`src/rtl/crmask_pkg.sv`:
```
package crmask_pkg;

  localparam int CRF_W = 4;

  typedef enum logic [1:0] {
    ST_IDLE  = 2'd0,
    ST_RUN   = 2'd1,
    ST_FLUSH = 2'd2,
    ST_DONE  = 2'd3
  } seq_state_e;

  localparam logic [1:0] DST_INT_SCALAR = 2'b00;
  localparam logic [1:0] DST_INT_VEC    = 2'b01;

  // field index carried in the low three bits of the target code
  function automatic logic [2:0] crm_tgt_field(input logic [4:0] tgt);
    return tgt[2:0];
  endfunction

  // selector counts from lt (vector bit 3) downwards
  function automatic logic [1:0] crm_tgt_bitpos(input logic [4:0] tgt);
    return 2'd3 - tgt[4:3];
  endfunction

endpackage

```
`src/rtl/crmask_reduce.sv`:
```
module crmask_reduce
  import crmask_pkg::*;
(
  input  logic [CRF_W-1:0] mask,
  input  logic [CRF_W-1:0] mode,
  input  logic [CRF_W-1:0] fld,
  input  logic             use_or,
  output logic             res
);

  logic [CRF_W-1:0] hits;

  for (genvar k = 0; k < CRF_W; k++) begin : g_bit
    assign hits[k] = mask[k] & ~(mode[k] ^ fld[k]);
  end

  assign res = use_or ? |hits : &hits;

endmodule

```
`src/rtl/crmask_ctrl.sv`:
```
module crmask_ctrl
  import crmask_pkg::*;
#(
  parameter int VL_W = 7
) (
  input  logic            clk,
  input  logic            rst_n,
  input  logic            start,
  input  logic [VL_W-1:0] vl,
  input  logic            need_flush,
  output logic            accept,
  output logic            ev_elem,
  output logic            ev_flush,
  output logic            busy,
  output logic            done,
  output logic [VL_W-1:0] elem_idx
);

  seq_state_e      state;
  logic [VL_W-1:0] vl_q;
  logic            at_last;

  assign accept  = start && (state == ST_IDLE);
  assign at_last = (elem_idx == vl_q - VL_W'(1));

  always_ff @(posedge clk or negedge rst_n) begin
    if (!rst_n) begin
      state    <= ST_IDLE;
      vl_q     <= '0;
      elem_idx <= '0;
    end else begin
      case (state)
        ST_IDLE: begin
          if (start) begin
            vl_q     <= vl;
            elem_idx <= '0;
            state    <= (vl == '0) ? ST_DONE : ST_RUN;
          end
        end
        ST_RUN: begin
          if (at_last) state <= need_flush ? ST_FLUSH : ST_DONE;
          else         elem_idx <= elem_idx + VL_W'(1);
        end
        ST_FLUSH: state <= ST_DONE;
        default:  state <= ST_IDLE;
      endcase
    end
  end

  assign ev_elem  = (state == ST_RUN);
  assign ev_flush = (state == ST_FLUSH);
  assign busy     = ev_elem || ev_flush;
  assign done     = (state == ST_DONE);

endmodule

```
`src/rtl/crmask_accum.sv`:
```
module crmask_accum #(
  parameter int DATA_W = 64,
  localparam int IDX_W = $clog2(DATA_W)
) (
  input  logic              clk,
  input  logic              rst_n,
  input  logic              load,
  input  logic [DATA_W-1:0] prior,
  input  logic              set_en,
  input  logic [IDX_W-1:0]  set_idx,
  input  logic              set_val,
  output logic [DATA_W-1:0] value,
  output logic [3:0]        summary
);

  // sign/zero classification, result as {lt, gt, eq, so}
  function automatic logic [3:0] classify(input logic [DATA_W-1:0] v);
    logic is_zero;
    logic is_neg;
    is_zero = (v == '0);
    is_neg  = v[DATA_W-1];
    return {is_neg, !is_neg && !is_zero, is_zero, 1'b0};
  endfunction

  always_ff @(posedge clk or negedge rst_n) begin
    if (!rst_n)      value <= '0;
    else if (load)   value <= prior;
    else if (set_en) value[set_idx] <= set_val;
  end

  assign summary = classify(value);

endmodule

```
`src/rtl/crmask_seq.sv`:
```
module crmask_seq
  import crmask_pkg::*;
#(
  parameter int CR_IDX_W  = 6,
  parameter int INT_IDX_W = 5,
  parameter int DATA_W    = 64,
  localparam int VL_W     = $clog2(DATA_W) + 1,
  localparam int BIT_W    = $clog2(DATA_W)
) (
  input  logic                 clk,
  input  logic                 rst_n,
  input  logic                 start,
  input  logic [VL_W-1:0]      vl,
  input  logic                 src_vec,
  input  logic [1:0]           dst_sel,
  input  logic                 use_or,
  input  logic [CRF_W-1:0]     mask,
  input  logic [CRF_W-1:0]     mode,
  input  logic [CR_IDX_W-1:0]  cr_base,
  input  logic [INT_IDX_W-1:0] int_base,
  input  logic [4:0]           bft,
  input  logic                 rc,
  input  logic [DATA_W-1:0]    prior_int,
  output logic [CR_IDX_W-1:0]  cr_rd_idx,
  input  logic [CRF_W-1:0]     cr_rd_data,
  output logic                 int_we,
  output logic [INT_IDX_W-1:0] int_waddr,
  output logic [DATA_W-1:0]    int_wdata,
  output logic                 cr_we,
  output logic [CR_IDX_W-1:0]  cr_waddr,
  output logic [1:0]           cr_wbit_idx,
  output logic                 cr_wval,
  output logic                 cr1_we,
  output logic [CRF_W-1:0]     cr1_wdata,
  output logic                 busy,
  output logic                 done
);

  logic                 accept;
  logic                 ev_elem;
  logic                 ev_flush;
  logic [VL_W-1:0]      elem_idx;
  logic                 elem_res;
  logic [DATA_W-1:0]    acc_value;
  logic [3:0]           acc_summary;

  logic                 src_vec_q;
  logic [1:0]           dst_q;
  logic                 use_or_q;
  logic [CRF_W-1:0]     mask_q;
  logic [CRF_W-1:0]     mode_q;
  logic [CR_IDX_W-1:0]  cr_base_q;
  logic [INT_IDX_W-1:0] int_base_q;
  logic [4:0]           bft_q;
  logic                 rc_q;

  logic dst_is_scalar;
  logic dst_is_vec;
  logic dst_is_cr;

  assign dst_is_scalar = (dst_q == DST_INT_SCALAR);
  assign dst_is_vec    = (dst_q == DST_INT_VEC);
  assign dst_is_cr     = dst_q[1];

  always_ff @(posedge clk or negedge rst_n) begin
    if (!rst_n) begin
      src_vec_q  <= 1'b0;
      dst_q      <= '0;
      use_or_q   <= 1'b0;
      mask_q     <= '0;
      mode_q     <= '0;
      cr_base_q  <= '0;
      int_base_q <= '0;
      bft_q      <= '0;
      rc_q       <= 1'b0;
    end else if (accept) begin
      src_vec_q  <= src_vec;
      dst_q      <= dst_sel;
      use_or_q   <= use_or;
      mask_q     <= mask;
      mode_q     <= mode;
      cr_base_q  <= cr_base;
      int_base_q <= int_base;
      bft_q      <= bft;
      rc_q       <= rc;
    end
  end

  crmask_ctrl #(.VL_W(VL_W)) u_ctrl (
    .clk        (clk),
    .rst_n      (rst_n),
    .start      (start),
    .vl         (vl),
    .need_flush (dst_is_scalar),
    .accept     (accept),
    .ev_elem    (ev_elem),
    .ev_flush   (ev_flush),
    .busy       (busy),
    .done       (done),
    .elem_idx   (elem_idx)
  );

  // natural field order: base plus element index, wrapping in the file
  assign cr_rd_idx = src_vec_q ? (cr_base_q + CR_IDX_W'(elem_idx)) : cr_base_q;

  crmask_reduce u_reduce (
    .mask   (mask_q),
    .mode   (mode_q),
    .fld    (cr_rd_data),
    .use_or (use_or_q),
    .res    (elem_res)
  );

  crmask_accum #(.DATA_W(DATA_W)) u_accum (
    .clk     (clk),
    .rst_n   (rst_n),
    .load    (accept),
    .prior   (prior_int),
    .set_en  (ev_elem && dst_is_scalar),
    .set_idx (elem_idx[BIT_W-1:0]),
    .set_val (elem_res),
    .value   (acc_value),
    .summary (acc_summary)
  );

  assign int_we    = (ev_elem && dst_is_vec) || ev_flush;
  assign int_waddr = ev_flush ? int_base_q : (int_base_q + INT_IDX_W'(elem_idx));
  assign int_wdata = ev_flush ? acc_value : {{(DATA_W-1){1'b0}}, elem_res};

  assign cr_we       = ev_elem && dst_is_cr;
  assign cr_waddr    = CR_IDX_W'(crm_tgt_field(bft_q));
  assign cr_wbit_idx = crm_tgt_bitpos(bft_q);
  assign cr_wval     = elem_res;

  assign cr1_we    = ev_flush && rc_q;
  assign cr1_wdata = acc_summary;

endmodule

```
`config.mk`:
```
export PLATFORM = sky130hd
export DESIGN_NAME = crmask_seq
export DESIGN_NICKNAME = d
export VERILOG_FILES = /design/src/rtl/crmask_pkg.sv /design/src/rtl/crmask_reduce.sv /design/src/rtl/crmask_ctrl.sv /design/src/rtl/crmask_accum.sv /design/src/rtl/crmask_seq.sv
export SDC_FILE = /design/constraint.sdc
export NUM_CORES = 1
export LEC_CHECK = 0
export ABC_CLOCK_PERIOD_IN_PS = 2500
export CAP_MARGIN = 0
export CORE_MARGIN = 1.5
export CORE_UTILIZATION = 45
export CTS_BUF_LIST = sky130_fd_sc_hd__clkbuf_4
export CTS_CLUSTER_SIZE = 25
export DETAILED_ROUTE_END_ITERATION = 10
export PLACE_DENSITY = 0.87
export REMOVE_ABC_BUFFERS = 1
export SLEW_MARGIN = 20
export SYNTH_ARGS = -nofsm -noshare
export SYNTH_HDL_FRONTEND = slang
export SYNTH_HIERARCHICAL = 1
export SYNTH_SLANG_ARGS = --single-unit
export TNS_END_PERCENT = 50
```
`constraint.sdc`:
```
create_clock -name clk -period 2.5 [get_ports clk]
set_input_delay 0.5 -clock clk [delete_from_list [all_inputs] [get_ports clk]]
set_output_delay 0.5 -clock clk [all_outputs]
set_load 0.01 [all_outputs]
```
==> results.py, run 1 <==
metrics = {
    "final_layout": {
        "drive_above_1_share_pct": 20.7,
        "nNetsFinal": 1107,
        "layout_commonest_cell": "nand2_1",
        "final_cell_mix": "135 x nand2_1, 112 x clkdlybuf4s50_1, 108 x dfrtp_1",
        "fin_cells": 1178,
        "area_delta_synth_final_pct": 42.5,
        "nFillCells": 1212,
    },
    "placement": {
        "hpwlAfterDp_um": 14900,
        "dp_cells": 1137,
        "port_buffers": 195,
        "place.gp.congestion": 0.849,
    },
    "hold_path": {
        "hp-class": "flip-flop to flip-flop",
        "hold_start": "mask_q[2]$_DFFE_PN0P_",
    },
    "critical_path": {
        "crit_path_end_kind": "output pin",
        "rr_startpoint": "u_ctrl/vl_q[1]$_DFFE_PN0P_",
        "path_class": "flip-flop to output pin",
        "cp-startpoint": "u_ctrl/elem_idx[0]$_DFFE_PN0P_",
        "critPathLaunchType": "flip-flop",
        "required_ns": 2.00,
        "crit_path_max_fanout": 2,
        "critPathArrivalTime_ns": 2.32,
    },
    "logic_synthesis": {
        "yosys.area.top_type": "dfrtp_1",
        "netlist_instances": 761,
        "ys_ff_latch": 109,
        "muxShareOfSynthArea_pct": 13.6,
        "synth_compound_area_share_pct": 12.0,
        "synth_flop_cell": "dfrtp_1",
        "ys_seq_area_share_pct": 38.9,
        "yosys_warnings": 6,
        "synth-simple-area-share_pct": 24.6,
        "synthAdderAreaFrac_pct": 3.25,
        "synth.distinct_cells": 67,
        "synth_area_leaders": "dfrtp_1 39%, mux2i_1 8.0%, nand2_1 7.3%, and2_1 6.0%, mux2_2 5.3%",
        "yosysTopAreaCellShare_pct": 38.9,
        "syn-mean-instance-area_sq_um": 9.21,
        "synth_edf_count": 0,
        "ys_async_sr_fraction_pct": 100,
        "synth_top_family_by_area": "simple AND/OR/NAND/NOR gates",
        "syn_area_sq_um": 7010,
        "synth-xor-area-share_pct": 2.00,
    },
    "global_routing": {
        "grt_pass1_vias": 6542,
        "overflow": 0,
        "grt_pass1_wl_um": 33600,
        "grt_max_degree": 54,
        "gr-usage-met2_pct": 43.4,
        "grt-busiest-layer": "met2",
        "use_met1_pct": 33.8,
        "track_usage_pct": 26.1,
        "grt.met3_usage_pct": 3.84,
        "antenna_found_initial": 1,
    },
    "run": {
        "cap_violations": 0,
    },
    "clocking": {
        "cts-buffers-inserted": 9,
        "cts.sinks": 109,
        "cts.reportedPaths.clkPinSlew_ns": 0.18,
        "htreeDepth": 3,
        "cts_tree": "done",
        "max-clock-path-buffers": 2,
        "cts_root_buf": "clkbuf_4",
        "clk_latency_ns": 0.49,
    },
    "sta": {
        "skew_ns": 0.0215,
        "slew_headroom_pct": 60.2,
        "worst_pin_slew_ns": 0.591,
        "max_freq_mhz": 355,
        "rsz0062_at_grt": "yes",
        "drv_slew": 0,
        "final-hold-violation-count": 0,
        "layout_min_cycle_time_ns": 2.82,
        "period_share_pct": 113,
        "worst_slack_ns": -0.318,
        "setup_viol": 10,
    },
    "die": {
        "die_w_um": 128,
        "io_pins": 200,
        "core_area_sq_um": 15200,
        "design.die.area_sq_um": 16300,
        "fp.dieH_um": 128,
        "rows": 45,
        "initial_utilization_pct": 46.1,
    },
    "power_and_ir_drop": {
        "p_leak_nw": 4.61,
        "power_density_nw_per_um2": 1170,
        "irDropWorstVdd_uv": 657,
        "p_total_w": 0.0117,
    },
    "routing": {
        "via_per_inst": 5.60,
        "dr.pass1.iters": 7,
        "drt_iter0_markers": 512,
        "drc": 0,
        "vias": 6600,
        "wl_per_cell_um": 18.7,
        "wl_um": 22100,
        "postRouteAntennaNets": 0,
    },
    "outcome": {
        "outcome": "finished, violations left",
        "failed_checks": "setup timing",
    },
}
cells in the mapped netlist (all sizes together) (2+ instances only):
master / count
nand3b: 4
nor3b: 3
nor4b: 6
clkbuf: 25
and4bb: 3
o31ai: 2
nand2b: 5
nand4b: 4
nand2: 136
mux2i: 56
and4b: 3
nand3: 15
buf: 36
and3b: 3
and2: 67
conb: 2
nand4: 5
or4: 2
xnor2: 12
a31o: 2
fa: 2
o21ai: 81
a21oi: 17
a211o: 2
a211oi: 2
o211ai: 4
nor3: 6
o311ai: 5
a21o: 12
nor2b: 4
or3b: 2
mux2: 35
nor2: 14
xor2: 4
dfrtp: 109
or3: 3
inv: 19
nor4: 21
ha: 15
o21a: 3
layout make-up:
cell class | instances | area, sq um | area share [%]
inverter | 19 | 73.8 | 0.739
sequential | 109 | 2730 | 27.3
tap | 188 | 235 | 2.35
clock buffer | 9 | 67.6 | 0.676
timing repair buffer | 270 | 2580 | 25.8
multi-input combinational | 574 | 4250 | 42.5
clock inverter | 7 | 50.0 | 0.501
antenna | 2 | 5.00 | 0.0501
routing by layer:
layer	part of all wire, %	vias to the layer above
li1	-	3090
met1	42	3185
met2	48	265
met3	5.9	60
met4	3.8	0
met5	0	-
flip-flops by register name, indices dropped and copies added (netlist names):
name,cells
bft_q,5
dst_q,2
u_ctrl/elem_idx,7
u_accum/value,64
use_or_q,1
cr_base_q,6
int_base_q,5
u_ctrl/state,2
src_vec_q,1
mode_q,4
rc_q,1
mask_q,4
u_ctrl/vl_q,7
critical path: stages, from the launching register on:
cell and delay (ns):
dfrtp_1 0.42, ha_2 0.20, inv_2 0.04, fa_2 0.35
nor2b_2 0.15, o211ai_1 0.12, o211ai_1 0.16, o311ai_4 0.13
buf_4 0.16, buf_6 0.11
worst paths after layout:
kind,to,slack [ns],cells past startpoint
max,int_waddr[4],-0.32,9
min,mask_q[2]$_DFFE_PN0P_,0.53,1
max reg2reg,u_ctrl/state[0]$_DFFE_PN0P_,0.05,9
max in group asynchronous,u_accum/value[50]$_DFFE_PN0P_,1.27,3
min reg2reg,mask_q[2]$_DFFE_PN0P_,0.53,1
min in group asynchronous,u_ctrl/vl_q[1]$_DFFE_PN0P_,0.54,2
power breakdown:
part           leakage, nW  total, W  switching, W  internal, W
clock network       0.0657  0.000845      0.000634     0.000211
logic                 3.21   0.00750       0.00377      0.00373
registers             1.34   0.00340      0.000796      0.00260
through the flow:
step | hold slack, ns | setup WS, ns | cell area (sq um) | utilization, % | TNS (ns)
floorplan | 0.204 | -1.42 | 6710 | - | -122.52
global placement | 0.485 | -0.524 | 9350 | 61.5 | -5.74
detailed placement | 0.497 | -0.554 | 9350 | 61.5 | -9.03
CTS | 0.488 | -0.322 | 9720 | 63.9 | -2.12
global route | 0.516 | -0.422 | 9990 | 65.7 | -2.63
finish | 0.532 | -0.318 | 9990 | 65.7 | -1.75
cells by family after synthesis:
logic type | after synthesis
xor gates and xnor gates | 16
buffers and inverters | 80
adders and majority gates | 17
other | 2
muxes | 91
AOI/OAI and AO/OA | 139
and+or+nand+nor | 307
DFF | 109
timing repair:
| item | CTS | global route |
|---|---|---|
| pin swaps | 24 | 17 |
| buffers inserted | 13 | 10 |
| hold buffers | 1 | 0 |
| cloned | 2 | 1 |
| hold endpoints to repair | 39 | 0 |
| resized for setup | 184 | 38 |
| endpoints found under the setup margin | 81 | 36 |
Note: power is estimated with default switching activity, not from simulation.
==> run 2, diff against run 1 <==
--- a/config.mk
+++ b/config.mk
@@ -7,13 +7,13 @@
 export LEC_CHECK = 0
 export ABC_CLOCK_PERIOD_IN_PS = 2500
 export CAP_MARGIN = 0
+export CORE_ASPECT_RATIO = 1.2
 export CORE_MARGIN = 1.5
 export CORE_UTILIZATION = 45
 export CTS_BUF_LIST = sky130_fd_sc_hd__clkbuf_4
 export CTS_CLUSTER_SIZE = 25
 export DETAILED_ROUTE_END_ITERATION = 10
 export PLACE_DENSITY = 0.87
-export REMOVE_ABC_BUFFERS = 1
 export SLEW_MARGIN = 20
 export SYNTH_ARGS = -nofsm -noshare
 export SYNTH_HDL_FRONTEND = slang
==> results.py, run 2 (synthesis gave the netlist of run 1 again) <==
metrics = {
    "outcome": {
        "outcome": "finished, violations left",
        "failed_checks": "setup timing",
    },
    "critical_path": {
        "rr_startpoint": "u_ctrl/vl_q[0]$_DFFE_PN0P_",
        "required_ns": 2.00,
        "cp-startpoint": "u_ctrl/elem_idx[0]$_DFFE_PN0P_",
        "path_class": "flip-flop to output pin",
        "endpoint": "cr_rd_idx[5]",
        "critPathArrivalTime_ns": 2.32,
        "rrSetupSlack_ns": 0.08,
        "timing.rr.end": "u_ctrl/elem_idx[4]$_DFFE_PN0P_",
        "reg2reg_depth": 8,
        "critPathLaunchType": "flip-flop",
        "crit_path_max_fanout": 3,
        "crit_path_end_kind": "output pin",
    },
    "sta": {
        "drv_slew": 0,
        "skew_ns": 0.0302,
        "holdWs_ns": 0.527,
        "rsz0062_at_grt": "yes",
        "max_freq_mhz": 354,
        "slew_headroom_pct": 57.7,
        "worst_slack_ns": -0.322,
        "worst_pin_slew_ns": 0.632,
        "final-hold-violation-count": 0,
        "layout_min_cycle_time_ns": 2.82,
        "period_share_pct": 113,
        "setup_viol": 12,
    },
    "global_routing": {
        "antenna_found_initial": 0,
        "overflow": 0,
        "grt_pass1_vias": 6642,
        "grt_max_degree": 75,
        "track_usage_pct": 26.8,
        "grt_pass1_wl_um": 33900,
    },
    "clocking": {
        "cts-buffers-inserted": 9,
        "cts.reportedPaths.clkPinSlew_ns": 0.15,
        "clk_latency_ns": 0.49,
        "htreeDepth": 3,
        "max-clock-path-buffers": 2,
        "cts_root_buf": "clkbuf_4",
        "cts.sinks": 109,
        "cts_tree": "done",
    },
    "power_and_ir_drop": {
        "p_leak_nw": 4.56,
        "p_total_w": 0.0119,
        "irDropWorstVdd_uv": 829,
        "power_density_nw_per_um2": 1200,
    },
    "final_layout": {
        "layout_commonest_cell": "nand2_1",
        "drive_above_1_share_pct": 22.8,
        "final_cell_mix": "135 x nand2_1, 113 x clkdlybuf4s50_1, 104 x dfrtp_1",
        "antenna_cells": 0,
        "area_delta_synth_final_pct": 41.5,
        "nNetsFinal": 1108,
        "fin_cells": 1192,
        "design_area_sq_um": 9920,
        "largestRegisters": "u_accum/value x64, u_ctrl/elem_idx x7, u_ctrl/vl_q x7",
        "regMostFlops": "u_accum/value",
        "largest_reg_flops": 64,
    },
    "die": {
        "core_area_sq_um": 15100,
        "io_pins": 200,
        "rows": 49,
        "die_w_um": 117,
        "initial_utilization_pct": 46.5,
        "design.die.area_sq_um": 16300,
        "fp.dieH_um": 140,
    },
    "placement": {
        "port_buffers": 195,
        "hpwlAfterDp_um": 15000,
        "dp_cells": 1156,
        "place.gp.congestion": 0.827,
        "placed_area_sq_um": 9380,
    },
    "routing": {
        "dr.pass1.iters": 7,
        "via_per_inst": 5.57,
        "wl_per_cell_um": 18.8,
        "wl_um": 22500,
        "vias": 6643,
        "drc": 0,
        "drt_iter0_markers": 378,
        "postRouteAntennaNets": 0,
    },
    "hold_path": {
        "hp-class": "flip-flop to flip-flop",
    },
    "run": {
        "cap_violations": 0,
    },
}
## run 2: metrics by stage
stage / util, % / setup WS (ns) / setup TNS [ns]
finish: 65.8 / -0.322 / -1.85
global route: 65.8 / -0.448 / -3.08
CTS: 65.0 / -0.284 / -1.44
detailed placement: 62.2 / -0.522 / -19.66
global placement: 62.2 / -0.461 / -14.92
floorplan: - / 0.157 / 0
## run 2: cell type report
class                   instances  area (sq um)
inverters                      19          73.8
fillers                      1247          5160
well taps                     204           255
flip-flops and latches        109          2730
repair buffers                271          2500
multi-input cells             574          4190
clock inverters                 6           103
clock buffers                   9          67.6
## run 2: timing repair
action,CTS,global route
buffers inserted,9,10
setup endpoints to repair,80,34
hold buffers,1,0
pin swaps,21,26
hold endpoints to repair,15,0
gates cloned,2,0
gates resized for setup,207,51
## run 2: critical path, stage by stage (launching register included)
cell and delay (ns):
dfrtp_2 0.50, ha_4 0.20, buf_6 0.12, a211o_4 0.35, a2111oi_4 0.32, nor4b_2 0.10
o221ai_1 0.09, buf_2 0.17
## run 2: metal layers
| layer | GRT usage [%] | vias to the layer above | routed length [um] |
|---|---|---|---|
| li1 | - | 3084 | - |
| met1 | 31.3 | 3184 | 8590 |
| met2 | 47.0 | 307 | 11500 |
| met3 | 4.70 | 68 | 1550 |
| met4 | 12.5 | 0 | 831 |
| met5 | 0 | - | 0 |
## run 2: how the worst min path moves through the flow
stage / endpoint / from / cells after the start / slack, ns
after global placement: rc_q$_DFFE_PN0P_ / rc_q$_DFFE_PN0P_ / 1 / 0.49
after detailed placement: mask_q[1]$_DFFE_PN0P_ / mask_q[1]$_DFFE_PN0P_ / 1 / 0.50
after CTS: u_accum/value[5]$_DFFE_PN0P_ / prior_int[5] / 3 / 0.50
after global routing: u_accum/value[5]$_DFFE_PN0P_ / prior_int[5] / 3 / 0.50
after floorplan: bft_q[0]$_DFFE_PN0P_ / rst_n / 0 / 0.20
final: mask_q[1]$_DFFE_PN0P_ / mask_q[1]$_DFFE_PN0P_ / 1 / 0.53
## run 2: power breakdown
group | total, W | switching [W] | internal (W)
clock | 0.00109 | 0.000601 | 0.000494
combinational | 0.00735 | 0.00369 | 0.00366
sequential | 0.00342 | 0.000814 | 0.00261
==> run 3, diff against run 2 <==
--- a/config.mk
+++ b/config.mk
@@ -11,7 +11,6 @@
 export CORE_MARGIN = 1.5
 export CORE_UTILIZATION = 45
 export CTS_BUF_LIST = sky130_fd_sc_hd__clkbuf_4
-export CTS_CLUSTER_SIZE = 25
 export DETAILED_ROUTE_END_ITERATION = 10
 export PLACE_DENSITY = 0.87
 export SLEW_MARGIN = 20
==> constraint.sdc (replaced) <==
create_clock -name clk -period 2.5 [get_ports clk]
set_input_delay 0.5 -clock clk [delete_from_list [all_inputs] [get_ports clk]]
set_output_delay 0.5 -clock clk [all_outputs]
set_load 0.1 [all_outputs]
==> results.py, run 3 (synthesis gave the netlist of run 1 again) <==
metrics = {
    "sta": {
        "rsz0062_at_grt": "yes",
        "drv_slew": 0,
        "slew_headroom_pct": 62.0,
        "worst_pin_slew_ns": 0.564,
        "layout_min_cycle_time_ns": 2.87,
        "setup_viol": 12,
        "max_freq_mhz": 348,
        "worst_slack_ns": -0.372,
        "holdWs_ns": 0.527,
        "period_share_pct": 115,
        "final-hold-violation-count": 0,
        "skew_ns": 0.0117,
    },
    "final_layout": {
        "regMostFlops": "u_accum/value",
        "largestRegisters": "u_accum/value x64, u_ctrl/elem_idx x7, u_ctrl/vl_q x7",
        "nNetsFinal": 1093,
        "nFillCells": 1036,
        "final_core_util_pct": 71.9,
        "largest_reg_flops": 64,
        "final_cell_mix": "135 x nand2_1, 104 x dfrtp_1, 104 x clkdlybuf4s50_1",
        "area_delta_synth_final_pct": 54.7,
        "antenna_cells": 0,
        "drive_above_1_share_pct": 28.1,
        "layout_commonest_cell": "nand2_1",
    },
    "critical_path": {
        "crit_path_max_fanout": 3,
        "cp-startpoint": "u_ctrl/elem_idx[0]$_DFFE_PN0P_",
        "critPathLaunchType": "flip-flop",
        "max_stage_delay_ns": 0.50,
        "crit_path_end_kind": "output pin",
        "worstPathCellList": "ha_4 -> inv_2 -> fa_2 -> nor2b_1 -> o21a_1 -> o21a_1 -> o31ai_4 -> buf_12",
        "required_ns": 2.00,
        "rr_startpoint": "u_ctrl/vl_q[0]$_DFFE_PN0P_",
        "cpMostUsedCell": "o21a_1",
        "path_class": "flip-flop to output pin",
        "worst_path_max_delay_cell": "dfrtp_2",
        "critPathArrivalTime_ns": 2.37,
    },
    "global_routing": {
        "antenna_found_initial": 0,
        "grt_pass1_vias": 6796,
        "track_usage_pct": 27.4,
        "overflow": 0,
        "grt_pass1_wl_um": 34800,
        "grt_max_degree": 65,
    },
    "routing": {
        "wl_per_cell_um": 19.2,
        "dr.pass1.iters": 6,
        "vias": 6660,
        "drc": 0,
        "drt_iter0_markers": 442,
        "wl_um": 22700,
        "via_per_inst": 5.65,
        "postRouteAntennaNets": 0,
    },
    "hold_path": {
        "hp-class": "primary input to asynchronous set/reset pin",
    },
    "die": {
        "rows": 49,
        "die_w_um": 117,
        "io_pins": 200,
        "design.die.area_sq_um": 16300,
        "fp.dieH_um": 140,
        "core_area_sq_um": 15100,
        "initial_utilization_pct": 46.5,
    },
    "clocking": {
        "cts_root_buf": "clkbuf_4",
        "cts.reportedPaths.clkPinSlew_ns": 0.16,
        "cts-buffers-inserted": 9,
        "cts.sinks": 109,
        "htreeDepth": 3,
        "clk_latency_ns": 0.49,
        "max-clock-path-buffers": 2,
        "cts_tree": "done",
    },
    "placement": {
        "hpwlAfterDp_um": 16100,
        "place.gp.congestion": 0.851,
        "port_buffers": 195,
    },
    "run": {
        "cap_violations": 0,
    },
    "outcome": {
        "outcome": "finished, violations left",
        "failed_checks": "setup timing",
    },
}
-- run 3: changes by cell type in the layout (fill, tap and decap cells not counted), sizes merged, moves of 3 or more --
| cell | change |
|---|---|
| clkinvlp | +3 |
| clkbuf | -10 |
| clkdlybuf4s50 | -9 |
| buf | +51 |
| dlygate4sd2 | -47 |
-- run 3: worst paths after layout --
kind | endpoint | slack [ns] | cells past startpoint
max | cr_rd_idx[4] | -0.37 | 8
min | mode_q[1]$_DFFE_PN0P_ | 0.53 | 2
max reg2reg | u_ctrl/state[1]$_DFFE_PN0P_ | 0.12 | 8
min reg2reg | mask_q[1]$_DFFE_PN0P_ | 0.53 | 1
max in group asynchronous | u_accum/value[0]$_DFFE_PN0P_ | 1.28 | 3
min in group clk | mask_q[1]$_DFFE_PN0P_ | 0.53 | 1
-- run 3: layout make-up --
cell class | count | area (sq um) | area share, %
clock inverters | 7 | 90.1 | 0.831
clock buffers | 9 | 67.6 | 0.623
flip-flops and latches | 109 | 2740 | 25.2
repair buffers | 256 | 3310 | 30.5
multi-input cells | 574 | 4310 | 39.8
inverters | 19 | 73.8 | 0.681
well taps | 204 | 255 | 2.35
-- run 3: repair_timing --
action	4_1_cts	5_1_grt
endpoints found under the setup margin	72	72
hold buffers	1	0
endpoints found under the hold margin	34	0
resized for setup	38	16
setup buffers	10	19
pin swaps	20	12
-- run 3: metrics by stage --
| stage | setup WS (ns) | instance area, sq um | TNS (ns) | cells |
|---|---|---|---|---|
| 2_1_floorplan | -0.504 | 7180 | -1.34 | 763 |
| 3_3_place_gp | -0.169 | 10200 | -2.29 | 1134 |
| 4_1_cts | -0.427 | 10700 | -2.31 | 1161 |
| 6_report | -0.372 | 10800 | -2.53 | 1178 |
| 3_5_place_dp | -0.241 | 10200 | -8.14 | 1134 |
| 5_1_grt | -0.479 | 10800 | -3.97 | 1178 |
-- run 3: layer usage --
layer,GRT usage [%],vias to the layer above,wire (um)
li1,-,3052,-
met5,0,-,0
met4,11.4,0,851
met1,32.7,3221,8340
met2,47.5,327,11800
met3,5.18,60,1650
-- run 3: critical path, delay by kind of cell (launching register included) --
kind / cells / cell delay (ns)
compound gates: 3 / 0.66
flops: 1 / 0.50
fa+ha+maj: 2 / 0.41
buf+inv: 2 / 0.27
simple gates: 1 / 0.05
Power of run 3 is left out: the tool's default activity adds up to more than one toggle a clock period on the data nets, which glitch-free logic cannot reach.
